<file path="src/rtl/lec_pkg.sv">
package lec_pkg;
  localparam int unsigned LEC_N    = 4;
  localparam int unsigned IX_BPV   = 0;
  localparam int unsigned IX_CRC   = 1;
  localparam int unsigned IX_OOF   = 2;
  localparam int unsigned IX_FE    = 3;
  localparam int unsigned LEC_BYTE = 8;
  localparam int unsigned LEC_SLOT = 16;

  typedef enum logic [2:0] {
    A_BPV_HI = 3'd0,
    A_BPV_LO = 3'd1,
    A_CRC    = 3'd2,
    A_OOF    = 3'd3,
    A_FE     = 3'd4,
    A_STAT   = 3'd5
  } lec_addr_e;

  // all-ones value of a w-bit counter, in a 16-bit slot
  function automatic logic [LEC_SLOT-1:0] lec_full(input int unsigned w);
    lec_full = LEC_SLOT'((32'd1 << w) - 32'd1);
  endfunction

  // next value of a saturating counter
  function automatic logic [LEC_SLOT-1:0] lec_advance(input logic [LEC_SLOT-1:0] base,
                                                      input logic [LEC_SLOT-1:0] full);
    lec_advance = (base == full) ? base : base + 16'd1;
  endfunction

  // an event at full scale is an overflow hit
  function automatic logic lec_overflows(input logic [LEC_SLOT-1:0] base,
                                         input logic [LEC_SLOT-1:0] full,
                                         input logic ev);
    lec_overflows = ev && (base == full);
  endfunction
endpackage

</file>
<file path="src/rtl/lec_evt_gate.sv">
module lec_evt_gate
  import lec_pkg::*;
(
  input  logic             evt_bpv,
  input  logic             evt_crc,
  input  logic             evt_oof,
  input  logic             evt_fe_main,
  input  logic             evt_fe_sig,
  input  logic             los,
  input  logic             esf_mode,
  input  logic             fe_both,
  output logic [LEC_N-1:0] acc,
  output logic             crc_hold
);
  logic fe_sig_ok;

  // signalling framing errors only count in superframe mode when enabled
  assign fe_sig_ok   = evt_fe_sig & fe_both & ~esf_mode;

  assign acc[IX_BPV] = evt_bpv;
  assign acc[IX_CRC] = evt_crc & esf_mode & ~los;
  assign acc[IX_OOF] = evt_oof & ~los;
  assign acc[IX_FE]  = ~los & (evt_fe_main | fe_sig_ok);
  assign crc_hold    = ~esf_mode;
endmodule

</file>
<file path="src/rtl/lec_sat_counter.sv">
module lec_sat_counter
  import lec_pkg::*;
#(
  parameter int unsigned W = 8
) (
  input  logic         clk,
  input  logic         rst_n,
  input  logic         hold,
  input  logic         clr,
  input  logic         evt,
  input  logic         ld,
  input  logic [W-1:0] ld_val,
  output logic [W-1:0] q,
  output logic         hit
);
  localparam logic [LEC_SLOT-1:0] FULL16 = lec_full(W);
  localparam logic [W-1:0]        FULL   = W'(FULL16);

  logic [W-1:0] base;
  logic [W-1:0] nxt;

  always_comb begin
    base = clr ? '0 : q;
    hit  = 1'b0;
    if (hold) begin
      nxt = '0;
    end else if (ld) begin
      nxt = ld_val;
    end else if (evt) begin
      hit = lec_overflows(LEC_SLOT'(base), FULL16, 1'b1);
      nxt = W'(lec_advance(LEC_SLOT'(base), FULL16));
    end else begin
      nxt = base;
    end
  end

  always_ff @(posedge clk) begin
    if (!rst_n) q <= '0;
    else        q <= nxt;
  end

  assert_no_wrap_R1: assert property (@(posedge clk) disable iff (!rst_n)
    (q == FULL && evt && !ld && !clr && !hold) |=> (q == FULL));

  assert_step_one_R2: assert property (@(posedge clk) disable iff (!rst_n)
    (evt && !ld && !clr && !hold && q != FULL) |=> (q == W'($past(q) + 1'b1)));

  assert_hit_at_full_R3: assert property (@(posedge clk) disable iff (!rst_n)
    hit |-> (q == FULL && !clr && !ld && !hold));

  assert_clr_keeps_evt_R5: assert property (@(posedge clk) disable iff (!rst_n)
    (clr && evt && !ld && !hold) |=> (q == W'(1)));

  assert_hold_zero_R9: assert property (@(posedge clk) disable iff (!rst_n)
    hold |=> (q == '0));

  assert_ld_wins_R11: assert property (@(posedge clk) disable iff (!rst_n)
    (ld && !hold) |=> (q == $past(ld_val)));
endmodule

</file>
<file path="src/rtl/lec_host_regs.sv">
module lec_host_regs
  import lec_pkg::*;
(
  input  logic                           clk,
  input  logic                           rst_n,
  input  logic                           wr,
  input  logic                           rd,
  input  logic [2:0]                     addr,
  input  logic [LEC_BYTE-1:0]            wdata,
  input  logic                           auto_clr,
  input  logic [LEC_SLOT-1:0]            bpv_q,
  input  logic [LEC_N-2:0][LEC_BYTE-1:0] err_q,
  input  logic [LEC_N-1:0]               hits,
  output logic [LEC_N-1:0]               ld,
  output logic [LEC_SLOT-1:0]            ld_bpv_val,
  output logic [LEC_BYTE-1:0]            ld_byte,
  output logic                           rd_clr,
  output logic [LEC_BYTE-1:0]            rdata,
  output logic [LEC_N-1:0]               sticky
);
  lec_addr_e           a;
  logic [LEC_BYTE-1:0] stage_lo;
  logic [LEC_BYTE-1:0] shadow_lo;
  logic [LEC_BYTE-1:0] rd_val;
  logic                stat_rd;

  assign a          = lec_addr_e'(addr);
  assign stat_rd    = rd && (a == A_STAT);
  assign rd_clr     = rd && auto_clr;
  assign ld_bpv_val = {wdata, stage_lo};
  assign ld_byte    = wdata;

  always_comb begin
    ld         = '0;
    ld[IX_BPV] = wr && (a == A_BPV_HI);
    ld[IX_CRC] = wr && (a == A_CRC);
    ld[IX_OOF] = wr && (a == A_OOF);
    ld[IX_FE]  = wr && (a == A_FE);
  end

  always_comb begin
    case (a)
      A_BPV_HI: rd_val = bpv_q[LEC_SLOT-1:LEC_BYTE];
      A_BPV_LO: rd_val = shadow_lo;
      A_CRC:    rd_val = err_q[IX_CRC-1];
      A_OOF:    rd_val = err_q[IX_OOF-1];
      A_FE:     rd_val = err_q[IX_FE-1];
      A_STAT:   rd_val = LEC_BYTE'(sticky);
      default:  rd_val = '0;
    endcase
  end

  always_ff @(posedge clk) begin
    if (!rst_n) begin
      stage_lo  <= '0;
      shadow_lo <= '0;
      rdata     <= '0;
      sticky    <= '0;
    end else begin
      if (wr && a == A_BPV_LO) stage_lo <= wdata;
      if (rd) begin
        rdata <= rd_val;
        if (a == A_BPV_HI) shadow_lo <= bpv_q[LEC_BYTE-1:0];
      end
      sticky <= (stat_rd ? '0 : sticky) | hits;
    end
  end

  assert_sticky_hold_R3: assert property (@(posedge clk) disable iff (!rst_n)
    !stat_rd |=> ((sticky & $past(sticky)) == $past(sticky)));

  assert_hit_sets_R3: assert property (@(posedge clk) disable iff (!rst_n)
    (|hits) |=> ((sticky & $past(hits)) == $past(hits)));

  assert_rdata_hold_R12: assert property (@(posedge clk) disable iff (!rst_n)
    !rd |=> $stable(rdata));
endmodule

</file>
<file path="src/rtl/line_err_counters.sv">
module line_err_counters
  import lec_pkg::*;
#(
  parameter int unsigned BPV_W = 16,
  parameter int unsigned ERR_W = 8
) (
  input  logic       clk,
  input  logic       rst_n,
  input  logic       evt_bpv,
  input  logic       evt_crc,
  input  logic       evt_oof,
  input  logic       evt_fe_main,
  input  logic       evt_fe_sig,
  input  logic       los,
  input  logic       esf_mode,
  input  logic       fe_both,
  input  logic       auto_clr,
  input  logic [3:0] irq_mask,
  input  logic       reg_wr,
  input  logic       reg_rd,
  input  logic [2:0] reg_addr,
  input  logic [7:0] reg_wdata,
  output logic [7:0] reg_rdata,
  output logic       irq
);
  // named internal events, visible to assertions
  logic [LEC_N-1:0]               acc;
  logic                           crc_hold;
  logic [LEC_N-1:0]               ld;
  logic [LEC_N-1:0]               hits;
  logic [LEC_N-1:0]               sticky;
  logic                           rd_clr;
  logic [LEC_SLOT-1:0]            ld_bpv_val;
  logic [LEC_BYTE-1:0]            ld_byte;
  logic [LEC_SLOT-1:0]            bpv_q;
  logic [LEC_N-2:0][LEC_BYTE-1:0] err_q;

  lec_evt_gate u_gate (
    .evt_bpv     (evt_bpv),
    .evt_crc     (evt_crc),
    .evt_oof     (evt_oof),
    .evt_fe_main (evt_fe_main),
    .evt_fe_sig  (evt_fe_sig),
    .los         (los),
    .esf_mode    (esf_mode),
    .fe_both     (fe_both),
    .acc         (acc),
    .crc_hold    (crc_hold)
  );

  for (genvar g = 0; g < LEC_N; g++) begin : g_cnt
    localparam int unsigned W = (g == IX_BPV) ? BPV_W : ERR_W;
    logic [W-1:0] ldv;
    logic [W-1:0] q;
    logic         hold_g;
    if (g == IX_BPV) begin : g_wide
      assign ldv    = W'(ld_bpv_val);
      assign bpv_q  = LEC_SLOT'(q);
      assign hold_g = 1'b0;
    end else begin : g_narrow
      assign ldv        = W'(ld_byte);
      assign err_q[g-1] = LEC_BYTE'(q);
      assign hold_g     = (g == IX_CRC) ? crc_hold : 1'b0;
    end
    lec_sat_counter #(.W(W)) u_cnt (
      .clk    (clk),
      .rst_n  (rst_n),
      .hold   (hold_g),
      .clr    (rd_clr),
      .evt    (acc[g]),
      .ld     (ld[g]),
      .ld_val (ldv),
      .q      (q),
      .hit    (hits[g])
    );
  end

  lec_host_regs u_regs (
    .clk        (clk),
    .rst_n      (rst_n),
    .wr         (reg_wr),
    .rd         (reg_rd),
    .addr       (reg_addr),
    .wdata      (reg_wdata),
    .auto_clr   (auto_clr),
    .bpv_q      (bpv_q),
    .err_q      (err_q),
    .hits       (hits),
    .ld         (ld),
    .ld_bpv_val (ld_bpv_val),
    .ld_byte    (ld_byte),
    .rd_clr     (rd_clr),
    .rdata      (reg_rdata),
    .sticky     (sticky)
  );

  assign irq = |(sticky & irq_mask);

  assert_irq_needs_sticky_R4: assert property (@(posedge clk) disable iff (!rst_n)
    irq |-> (sticky != '0));

  assert_los_oof_R8: assert property (@(posedge clk) disable iff (!rst_n)
    (los && !reg_wr && !rd_clr) |=> $stable(err_q[IX_OOF-1]));

  assert_los_fe_R8: assert property (@(posedge clk) disable iff (!rst_n)
    (los && !reg_wr && !rd_clr) |=> $stable(err_q[IX_FE-1]));

  assert_sf_crc_zero_R9: assert property (@(posedge clk) disable iff (!rst_n)
    !esf_mode |=> (err_q[IX_CRC-1] == '0));
endmodule

</file>
<file path="config.mk">
export PLATFORM = sky130hd
export DESIGN_NAME = line_err_counters
export DESIGN_NICKNAME = d
export VERILOG_FILES = /design/src/rtl/lec_pkg.sv /design/src/rtl/lec_evt_gate.sv /design/src/rtl/lec_sat_counter.sv /design/src/rtl/lec_host_regs.sv /design/src/rtl/line_err_counters.sv
export SDC_FILE = /design/constraint.sdc
export NUM_CORES = 1
export LEC_CHECK = 0
export ABC_AREA = 1
export BUFFER_PORTS_ARGS = -buffer_cell sky130_fd_sc_hd__buf_2
export CAP_MARGIN = 20
export CORE_MARGIN = 2
export CORE_UTILIZATION = 27
export DETAILED_ROUTE_END_ITERATION = 8
export SYNTH_ARGS = -nofsm -noshare
export SYNTH_HDL_FRONTEND = slang
export SYNTH_SLANG_ARGS = --single-unit
</file>
<file path="constraint.sdc">
create_clock -name clk -period 2.6 [get_ports clk]
set_clock_uncertainty 0.2 [all_clocks]
set_input_delay 0 -clock clk [delete_from_list [all_inputs] [get_ports clk]]
set_output_delay 0 -clock clk [all_outputs]
set_load 0.1 [all_outputs]
</file>
==> reports/metrics.cfg <==
[status]
status=completed

[yosys]
yosysMostFrequentCell=nand2_1
synth_compound_area_share_pct=19.8
synth.distinct_cells=38
ys_ff_latch=68
yosysTopAreaCell=dfxtp_1
synth.top_cell.area_share_pct=31.9
synth_common_cells=nand2_1, inv_1, o21ai_0, dfxtp_1, nor2_1
muxShareOfSynthArea_pct=0
async_reset_ff_share_pct=0
netlist_instances=653
ys.flop_type=dfxtp_1
ys_seq_area_share_pct=31.9
synth-simple-area-share_pct=33.5
synthAdderAreaFrac_pct=1.17
yosys_warnings=0
synth_edf_count=0
synth_fp_nets=685
synthTopCellsByArea=dfxtp_1, nand2_1, o21ai_0, inv_1, nand3_1
synth_area_sq_um=4270
synth_xor_area_share_pct=2.26
synth_top_family_by_area=simple AND/OR/NAND/NOR gates
syn_area_per_cell_sq_um=6.53

[global_route]
grt_use_total_pct=16.4
antenna_found_initial=0
grtUsageMet1_pct=23.3
grt_pass1_vias=3928
gr-max-usage-layer=met2
grt_use_met3_pct=3.53
grt_max_degree=36
met2_usage_pct=24.2
grt_pass1_wl_um=21100
gr-total-overflow=0

[placement]
io_buffers=36
dp_hpwl_um=9920
dpl_worst_slack_ns=0.552
gp_congestion=0.906

[layout]
regArea_sq_um=1360
antenna_cells=0
drive_above_1_share_pct=14.8
fillerInstances=1709
multi_input_area_sq_um=2420
final_nets=737
area_growth_pct=20.2

[clock_tree]
cts_tree=done
cts-resized-gates=0
clock_latency_ns=0.33
max-clock-path-buffers=2
cts-hold-fix-buffers=21
htreeDepth=3
post_cts_buffers=0
cts_root_buf=clkbuf_16
numCtsBuffers=9
cts.sinks=68
clk_pin_slew_ns=0.06

[floorplanning]
fp.dieArea_sq_um=16800
die_width_um=130
rows=45
pin_count=37
die_y_um=130
initial_core_util_pct=27.9
core-area_sq_um=15300

[detailed_routing]
drc=0
avgRoutedWirePerCell_um=14.5
drt_iter0_markers=484
viasPerCell=4.85
drt_pass1_iterations=5
vias=4460
wl_um=13300
ant_nets=0

[timing]
slew_headroom_pct=51.0
hold_viol=0
setup_ws_ns=0.283
finalSetupViolations=0
rsz0062_at_grt=false
setup-tns-final_ns=0
max_clock_freq_mhz=432
timing.hold.ws_ns=0.0409
finalCritPeriodShare_pct=89.1
layout_min_cycle_time_ns=2.32
slew_violations=0
worstMarginPinSlew_ns=0.735

[power]
power_density_nw_per_um2=512
ir_drop_mv=0.328
p_leak_nw=2.08

[min_path]
hold_path.startpoint=reg_wr
holdPathEnd=g_cnt[2].u_cnt.q[2]
hold_class=in -> reg
hold_depth=5

[flow_run]
max_cap_violations=0

[worst_setup_path]
endpoint_kind=register
cp_max_fo=14
crit_required_ns=2.61
start_kind=primary input
r2r_start=g_cnt[0].u_cnt.q[0]
crit_type=in -> reg
reg2reg_to=g_cnt[0].u_cnt.q[6]
ff2ff_setup_slack_ns=0.52
rr_worst_depth=12
arrival_ns=2.33

## metal layers
metal	up-vias	wire (um)
li1	2264	-
met1	2032	6570
met2	144	5640
met3	20	856
met4	0	280
met5	-	0
## cell type report
| class | count | area share [%] |
|---|---|---|
| multi-input combinational | 472 | 47.2 |
| sequential | 68 | 26.6 |
| timing repair buffer | 66 | 8.94 |
| inverter | 88 | 6.54 |
| tap | 211 | 5.15 |
| clock buffer | 13 | 4.88 |
| clock inverter | 2 | 0.684 |
## registers in the layout, summed over array words and instances, names as in the netlist
name and flops:
u_regs.shadow_lo 8, g_cnt.u_cnt.q 40, u_regs.stage_lo 8, u_regs.rdata 8, u_regs.sticky 4
## worst max-delay path: stages
cell           delay, ns
dlygate4sd3_1       0.53
buf_2               0.17
nor2_2              0.16
nand2_1             0.18
nor2_2              0.24
inv_1               0.24
o21ai_0             0.19
dlygate4sd3_1       0.56
a21oi_1             0.04
## power breakdown
group / switching [mW] / internal [mW] / total [mW]
registers: 0.0257 / 1.08 / 1.10
logic: 0.214 / 0.101 / 0.315
clock network: 0.446 / 0.763 / 1.21
total: 0.685 / 1.94 / 2.62
## worst max-delay path by stage
stage / start / slack (ns) / endpoint
3_5_place_dp: g_cnt[0].u_cnt.q[0] / 0.55 / g_cnt[0].u_cnt.q[14]
2_1_floorplan: g_cnt[0].u_cnt.q[0] / 0.79 / g_cnt[0].u_cnt.q[14]
3_3_place_gp: g_cnt[0].u_cnt.q[0] / 0.54 / g_cnt[0].u_cnt.q[6]
6_report: reg_addr[2] / 0.28 / g_cnt[2].u_cnt.q[6]
4_1_cts: reg_addr[2] / 0.34 / g_cnt[2].u_cnt.q[6]
5_1_grt: reg_addr[2] / 0.15 / g_cnt[2].u_cnt.q[6]
## kinds of logic (layout without fill, tap and decap cells)
kind of cell / Yosys count / count (layout)
AO/OA/AOI/OAI: 158 / 158
XOR/XNOR: 11 / 11
adder cells (fa/ha/maj): 4 / 4
buffers and inverters: 113 / 169
flip-flops: 68 / 68
AND/OR/NAND/NOR: 299 / 299
## cell usage in the layout, fill, tap and decap left out, drive strengths merged, types with 6 or more instances in the layout
master / instances
dfxtp: 68
buf: 45
nor2: 78
nand3: 64
inv: 87
clkbuf: 13
nand4: 9
xor2: 8
o21ai: 82
a31oi: 6
nand2: 137
a21oi: 52
dlygate4sd3: 21
nand3b: 6
## metrics by stage
step	cells	power, mW	cell area (sq um)	utilization, %
2_1_floorplan	653	1.32	4270	-
3_3_place_gp	884	1.41	4630	30.2
3_5_place_dp	884	1.41	4630	30.2
4_1_cts	920	2.65	5120	33.5
5_1_grt	920	2.73	5120	33.5
6_report	920	2.62	5120	33.5
Note: power is estimated with default switching activity, not from simulation.
